<file path="src/rtl/uart_fifo_pkg.sv">
package uart_fifo_pkg;

  typedef struct packed {
    logic fifoOn;
    logic flushTx;
    logic flushRx;
  } fifoStrobe_t;

  function automatic int txThreshold(input logic [1:0] sel);
    case (sel)
      2'b00:   return 8;
      2'b01:   return 16;
      2'b10:   return 32;
      default: return 56;
    endcase
  endfunction

  function automatic int rxThreshold(input logic [1:0] sel);
    case (sel)
      2'b00:   return 8;
      2'b01:   return 16;
      2'b10:   return 56;
      default: return 60;
    endcase
  endfunction

endpackage

</file>
<file path="src/rtl/fifo_lane.sv">
module fifo_lane #(
  parameter int WIDTH = 8,
  parameter int DEPTH = 64,
  localparam int PTR_W = $clog2(DEPTH),
  localparam int CNT_W = $clog2(DEPTH + 1)
) (
  input  logic             clk,
  input  logic             rstN,
  input  logic             fifoOn,
  input  logic             flush,
  input  logic             push,
  input  logic [WIDTH-1:0] pushData,
  input  logic             pop,
  output logic [WIDTH-1:0] popData,
  output logic [CNT_W-1:0] count
);

  logic [WIDTH-1:0] mem [DEPTH];
  logic [PTR_W-1:0] wrPtr, rdPtr;
  logic [CNT_W-1:0] capNow;
  logic             pushOk, popOk;

  assign capNow = fifoOn ? CNT_W'(DEPTH) : CNT_W'(1);
  assign pushOk = push && !flush && (count < capNow);
  assign popOk  = pop && !flush && (count != '0);

  function automatic logic [PTR_W-1:0] nextPtr(input logic [PTR_W-1:0] p);
    return (p == PTR_W'(DEPTH - 1)) ? '0 : p + 1'b1;
  endfunction

  always_ff @(posedge clk) begin
    if (pushOk) mem[wrPtr] <= pushData;
  end

  always_ff @(posedge clk or negedge rstN) begin
    if (!rstN) begin
      wrPtr   <= '0;
      rdPtr   <= '0;
      count   <= '0;
      popData <= '0;
    end else if (flush) begin
      wrPtr <= '0;
      rdPtr <= '0;
      count <= '0;
    end else begin
      if (pushOk) wrPtr <= nextPtr(wrPtr);
      if (popOk) begin
        rdPtr   <= nextPtr(rdPtr);
        popData <= mem[rdPtr];
      end
      case ({pushOk, popOk})
        2'b10:   count <= count + 1'b1;
        2'b01:   count <= count - 1'b1;
        default: count <= count;
      endcase
    end
  end

  assert_full_push_dropped_R3: assert property (@(posedge clk) disable iff (!rstN)
    (push && !pop && !flush && count == capNow) |=> count == $past(count));

  assert_empty_pop_holds_R4: assert property (@(posedge clk) disable iff (!rstN)
    (pop && !push && !flush && count == '0) |=> ($stable(popData) && count == '0));

  assert_flush_empties_R7: assert property (@(posedge clk) disable iff (!rstN)
    flush |=> count == '0);

  assert_holding_limit_R12: assert property (@(posedge clk) disable iff (!rstN)
    !fifoOn |-> count <= CNT_W'(1));

endmodule

</file>
<file path="src/rtl/fifo_datapath.sv">
module fifo_datapath
  import uart_fifo_pkg::*;
#(
  parameter int WIDTH = 8,
  parameter int DEPTH = 64,
  localparam int CNT_W = $clog2(DEPTH + 1)
) (
  input  logic             clk,
  input  logic             rstN,
  input  fifoStrobe_t      strobe,
  input  logic             txPush,
  input  logic [WIDTH-1:0] txPushData,
  input  logic             txPop,
  output logic [WIDTH-1:0] txPopData,
  output logic [CNT_W-1:0] txCount,
  input  logic             rxPush,
  input  logic [WIDTH-1:0] rxPushData,
  input  logic             rxPop,
  output logic [WIDTH-1:0] rxPopData,
  output logic [CNT_W-1:0] rxCount
);

  fifo_lane #(.WIDTH(WIDTH), .DEPTH(DEPTH)) u_txLane (
    .clk(clk), .rstN(rstN), .fifoOn(strobe.fifoOn), .flush(strobe.flushTx),
    .push(txPush), .pushData(txPushData), .pop(txPop),
    .popData(txPopData), .count(txCount)
  );

  fifo_lane #(.WIDTH(WIDTH), .DEPTH(DEPTH)) u_rxLane (
    .clk(clk), .rstN(rstN), .fifoOn(strobe.fifoOn), .flush(strobe.flushRx),
    .push(rxPush), .pushData(rxPushData), .pop(rxPop),
    .popData(rxPopData), .count(rxCount)
  );

endmodule

</file>
<file path="src/rtl/fifo_ctrl.sv">
module fifo_ctrl
  import uart_fifo_pkg::*;
#(
  parameter int DEPTH = 64,
  localparam int CNT_W = $clog2(DEPTH + 1)
) (
  input  logic             clk,
  input  logic             rstN,
  input  logic             ctlWrEn,
  input  logic [7:0]       ctlWrData,
  input  logic             featEn,
  input  logic [CNT_W-1:0] txCount,
  input  logic [CNT_W-1:0] rxCount,
  output fifoStrobe_t      strobe,
  output logic             txBelowTrig,
  output logic             rxAtTrig,
  output logic             dmaModeSel
);

  logic       enReg;
  logic [1:0] txSel, rxSel;
  logic       modeFlip, gatedWr;

  assign modeFlip = ctlWrEn && (ctlWrData[0] != enReg);
  assign gatedWr  = ctlWrEn && ctlWrData[0];

  always_ff @(posedge clk or negedge rstN) begin
    if (!rstN) begin
      enReg      <= 1'b0;
      txSel      <= 2'b00;
      rxSel      <= 2'b00;
      dmaModeSel <= 1'b0;
    end else if (ctlWrEn) begin
      enReg <= ctlWrData[0];
      if (ctlWrData[0]) begin
        dmaModeSel <= ctlWrData[3];
        rxSel      <= ctlWrData[7:6];
        if (featEn) txSel <= ctlWrData[5:4];
      end
    end
  end

  always_comb begin
    strobe.fifoOn  = enReg;
    strobe.flushTx = modeFlip || (gatedWr && ctlWrData[2]);
    strobe.flushRx = modeFlip || (gatedWr && ctlWrData[1]);
  end

  assign txBelowTrig = txCount < CNT_W'(txThreshold(txSel));
  assign rxAtTrig    = rxCount == CNT_W'(rxThreshold(rxSel));

  assert_gated_write_R6: assert property (@(posedge clk) disable iff (!rstN)
    (ctlWrEn && !ctlWrData[0]) |=> ($stable(rxSel) && $stable(txSel) && $stable(dmaModeSel)));

  assert_feature_lock_R11: assert property (@(posedge clk) disable iff (!rstN)
    (ctlWrEn && !featEn) |=> $stable(txSel));

  assert_toggle_flushes_both_R5: assert property (@(posedge clk) disable iff (!rstN)
    (ctlWrEn && ctlWrData[0] != enReg) |-> (strobe.flushTx && strobe.flushRx));

  assert_no_flush_when_gated_R6: assert property (@(posedge clk) disable iff (!rstN)
    (ctlWrEn && !ctlWrData[0] && !enReg) |-> (!strobe.flushTx && !strobe.flushRx));

endmodule

</file>
<file path="src/rtl/uart_fifo_pair.sv">
module uart_fifo_pair
  import uart_fifo_pkg::*;
#(
  parameter int WIDTH = 8,
  parameter int DEPTH = 64,
  localparam int CNT_W = $clog2(DEPTH + 1)
) (
  input  logic             clk,
  input  logic             rstN,
  input  logic             ctlWrEn,
  input  logic [7:0]       ctlWrData,
  input  logic             featEn,
  input  logic             txPush,
  input  logic [WIDTH-1:0] txPushData,
  input  logic             txPop,
  output logic [WIDTH-1:0] txPopData,
  output logic [CNT_W-1:0] txCount,
  output logic             txBelowTrig,
  input  logic             rxPush,
  input  logic [WIDTH-1:0] rxPushData,
  input  logic             rxPop,
  output logic [WIDTH-1:0] rxPopData,
  output logic [CNT_W-1:0] rxCount,
  output logic             rxAtTrig,
  output logic             fifoMode,
  output logic             dmaModeSel
);

  fifoStrobe_t strobe;

  fifo_ctrl #(.DEPTH(DEPTH)) u_ctrl (
    .clk(clk), .rstN(rstN), .ctlWrEn(ctlWrEn), .ctlWrData(ctlWrData),
    .featEn(featEn), .txCount(txCount), .rxCount(rxCount), .strobe(strobe),
    .txBelowTrig(txBelowTrig), .rxAtTrig(rxAtTrig), .dmaModeSel(dmaModeSel)
  );

  fifo_datapath #(.WIDTH(WIDTH), .DEPTH(DEPTH)) u_data (
    .clk(clk), .rstN(rstN), .strobe(strobe),
    .txPush(txPush), .txPushData(txPushData), .txPop(txPop),
    .txPopData(txPopData), .txCount(txCount),
    .rxPush(rxPush), .rxPushData(rxPushData), .rxPop(rxPop),
    .rxPopData(rxPopData), .rxCount(rxCount)
  );

  assign fifoMode = strobe.fifoOn;

endmodule

</file>
<file path="config.mk">
export PLATFORM = sky130hd
export DESIGN_NAME = uart_fifo_pair
export DESIGN_NICKNAME = d
export VERILOG_FILES = /design/src/rtl/uart_fifo_pkg.sv /design/src/rtl/fifo_lane.sv /design/src/rtl/fifo_datapath.sv /design/src/rtl/fifo_ctrl.sv /design/src/rtl/uart_fifo_pair.sv
export SDC_FILE = /design/constraint.sdc
export NUM_CORES = 1
export LEC_CHECK = 0
export BUFFER_PORTS_ARGS = -buffer_cell sky130_fd_sc_hd__buf_2
export CORE_ASPECT_RATIO = 1.5
export CORE_MARGIN = 5
export CORE_UTILIZATION = 26
export CTS_BUF_LIST = sky130_fd_sc_hd__clkbuf_2
export CTS_CLUSTER_SIZE = 14
export DETAILED_ROUTE_END_ITERATION = 6
export PLACE_DENSITY_LB_ADDON = 0.2
export SYNTH_ARGS = -nofsm -noshare
export SYNTH_HDL_FRONTEND = slang
export SYNTH_HIERARCHICAL = 1
export SYNTH_SLANG_ARGS = --single-unit
</file>
<file path="constraint.sdc">
create_clock -name clk -period 6.7 [get_ports clk]
set_clock_uncertainty 0.1 [all_clocks]
set_input_delay 1.34 -clock clk [delete_from_list [all_inputs] [get_ports clk]]
set_output_delay 1.34 -clock clk [all_outputs]
set_load 0.01 [all_outputs]
</file>
==> summary.md <==
| Metric | Value |
|---|---|
| Worst min path class | `in2reg` |
| Largest family of logic cells by synthesized area | `multiplexers` |
| Adder-cell share of the synthesized area | `0.00374` |
| Startpoint Class | `register` |
| Area after DPL | `46400 µm²` |
| Die ar. | `176000 µm²` |
| Fillers | `16.8k` |
| Leak pwr | `15.2 nW` |
| CP arrival | `3.16 ns` |
| Crit Path Class | `reg2out` |
| Post-DP HPWL | `77400 µm` |
| Cts repair resizes | `0` |
| Initial antenna violation count | `4` |
| Number of buffers and inverters on the critical path | `1` |
| Synth top area share | `0.706` |
| GP Congestion | `0.801` |
| Largest cells by area after synthesis | `edfxtp_1 (71%), mux4_2 (12%), dfrtp_1 (3.4%)` |
| WP data required | `5.26 ns` |
| Setup_tns | `0 ns` |
| Detailed-route via count | `23.6k` |
| Cell taking the most area after synthesis | `edfxtp_1` |
| Synth warnings | `6` |
| Vias in the first global route | `25.6k` |
| Die Height | `511 µm` |
| CP Max Fanout | `4` |
| Synth Area in Compound Gates | `0.0415` |
| Most common cell in the synthesized netlist | `edfxtp_1` |
| CTS tree | `done` |
| Most frequent CP cell | `ha_1` |
| Post-synth EDFFs | `1024` |
| Largest net degree at the start of global routing | `89` |
| First-pass GRT wire length | `179000 µm` |
| CP max stage delay | `0.43 ns` |
| Pwr per Cell Area | `322 nW/µm²` |
| Die X | `344 µm` |
| Max-slew violations | `0` |
| Slowest CP cell | `dfrtp_1` |
| CTS clk-pin slew, worst paths | `0.11 ns` |
| Grt met3 use | `0.0274` |
| Ys flop type | `edfxtp_1` |
| Max Buffers Root-to-Sink | `4` |
| Met2 usage in global routing | `0.250` |
| Post-synthesis mux area share | `0.146` |
| Design Area, Final | `49100 µm²` |
| Mapped Nets | `2351` |
| Max-cap violations | `0` |
| Post-CTS Setup Bufs | `0` |
| Later-pin clock latency in the skew report | `1.57 ns` |
| Row count | `184` |
| Final Hold Viols | `0` |
| Top Ports | `66` |
| H-Tree Depth | `5` |
| Starting Density | `0.261` |
| CTS Sinks | `1084` |
| Root buffer cell | `clkbuf_2` |
| Drt initial violations | `1626` |
| Vias per cell | `4.70` |
| Finish-stage setup viols | `0` |
| Wirelength per Cell | `24.6 µm` |
| M1 GR Usage | `0.158` |
| Setup crit end kind | `output pin` |
| Mapped Area | `43500 µm²` |
| Post-Synthesis Cells | `2306` |
| Gr usage total | `0.139` |
| Number of nets still failing antenna checks after routing | `0` |
| Flops & latches, synth | `1084` |
| Synth Area in Simple Gates | `0.0488` |
| Final nets | `2634` |
| Area grow syn2layout | `12.7%` |
| Drt first pass iters | `5` |
| Share of the yosys chip area belonging to registers | `0.741` |
| RSZ-0062 raised after global routing | `false` |
| Crit-path cells | `ha_1 -> nor2_1 -> ha_1 -> a21o_1 -> a211oi_1 -> buf_2` |
| IO Port Bufs | `65` |
| Core region area | `167000 µm²` |
| Measured slew at the worst slew-check pin | `1.11 ns` |
| Status | `finished clean` |
| Fmax | `217 MHz` |
| Grt ovf | `0` |
| Yosys cell types | `79` |
| Avg Inst Size Synth | `18.9 µm²` |
| DRC | `0` |
| XOR/XNOR Fraction of Synth Area | `0.00221` |
| Total wire length | `123000 µm` |
| Top post-synthesis cells by count | `edfxtp_1 (1024), mux4_2 (224), nor2_1 (202), mux2i_1 (110), nand2_1 (65)` |
| Worst vdd ir | `0.000219 V` |
| Final period util | `0.686` |
| Ys async rst share | `0.0554` |
| Num CTS Buffers | `292` |
| Crit path max-delay family | `adder cells` |
| Busiest grt layer | `met2` |
| Min Clock Period, post-route | `4.60 ns` |
| Rel. slew slack | `0.260` |
| Share of cells above drive strength 1 | `0.293` |
-- through the flow --
step                utilization  instances  worst slack [ns]  power, mW  hold slack (ns)
floorplan                     -       2306              2.65       10.3            0.425
global placement          0.278       4511              1.71       11.5            0.384
detailed placement        0.278       4511              1.65       11.6            0.396
CTS                       0.293       5011              1.79       16.1           0.0253
global route              0.293       5013              1.79       16.7            0.134
finish                    0.293       5016              2.10       15.8            0.242
-- kinds of logic (layout without fill, tap and decap cells) --
group,Yosys count,count (layout)
flip-flops,1084,1084
AND/OR/NAND/NOR,441,441
multiplexers,354,354
AO/OA/AOI/OAI,250,250
buffers and inverters,153,626
adder cells (fa/ha/maj),13,13
XOR/XNOR,11,11
other,0,5
-- registers in the layout (all words and copies together), names as in the netlist, 6 cells and up --
signal and cells:
u_data/u_txLane/wrPtr 6, u_data/u_txLane/rdPtr 6, u_data/u_rxLane/mem 512, u_data/u_txLane/mem 512, u_data/u_rxLane/rdPtr 6, u_data/u_txLane/popData 8
u_data/u_txLane/count 7, u_data/u_rxLane/count 7, u_data/u_rxLane/wrPtr 6, u_data/u_rxLane/popData 8
-- cells in the final DEF, fill, tap and decap left out, drive strengths merged, types with 7 or more instances in the layout --
cell type | Yosys | layout
a21oi | 35 | 35
o22ai | 32 | 32
buf | 88 | 110
or3 | 18 | 18
mux2i | 110 | 110
o221ai | 11 | 11
clkbuf | 49 | 402
nor3 | 21 | 21
o21ai | 24 | 24
a2111oi | 8 | 8
nand2b | 13 | 13
edfxtp | 1024 | 1024
clkinv | 0 | 75
ha | 13 | 13
xor2 | 8 | 8
mux4 | 224 | 224
mux2 | 20 | 20
nand2 | 66 | 66
and3 | 9 | 9
o31ai | 7 | 7
nand3b | 9 | 9
dfrtp | 60 | 60
dlygate4sd3 | 0 | 16
nor2b | 14 | 14
o211ai | 19 | 19
nand3 | 39 | 39
inv | 16 | 19
nor3b | 9 | 9
a211oi | 14 | 14
a31oi | 29 | 29
nand4 | 11 | 11
nor2 | 203 | 203
a22oi | 8 | 8
-- power breakdown --
group | switching (mW) | leakage (nW) | internal (mW)
Sequential | 0.394 | 9.95 | 7.56
Clock | 2.69 | 1.89 | 1.76
Combinational | 1.93 | 3.40 | 1.46
-- timing repair --
action                                 CTS  global route
endpoints found under the hold margin  135             0
hold buffers                            16             0
setup endpoints to repair                0             0
-- worst paths after layout --
check | startpoint | to | slack, ns | cells past startpoint
worst max-delay path | u_ctrl/txSel[1] | txBelowTrig | 2.10 | 6
worst min-delay path | txPushData[4] | u_data/u_txLane/mem[33][4] | 0.24 | 1
worst max register to register | u_ctrl/enReg | u_data/u_txLane/mem[47][7] | 2.36 | 9
worst min register to register | u_ctrl/dmaModeSel | u_ctrl/dmaModeSel | 0.41 | 1
max in group asynchronous | rstN | u_data/u_rxLane/rdPtr[2] | 5.22 | 3
min in group asynchronous | rstN | u_data/u_txLane/popData[6] | 0.32 | 3
-- cell type report --
class,count,area (µm²),share of cell area
Sequential cell,1084,32300,0.658
Antenna cell,5,12.5,0.000255
Multi-Input combinational cell,1069,10600,0.215
Inverter,16,60.1,0.00122
Clock buffer,402,2010,0.0410
Tap cell,2232,2790,0.0569
Clock inverter,82,432,0.00880
Timing Repair Buffer,126,908,0.0185
-- routing by layer --
layer	up-vias	share of wire
met5	-	0
met4	0	0.041
met3	254	0.049
met2	824	0.54
met1	12300	0.37
li1	10200	-
No activity file was read; power rests on OpenSTA's default activity.
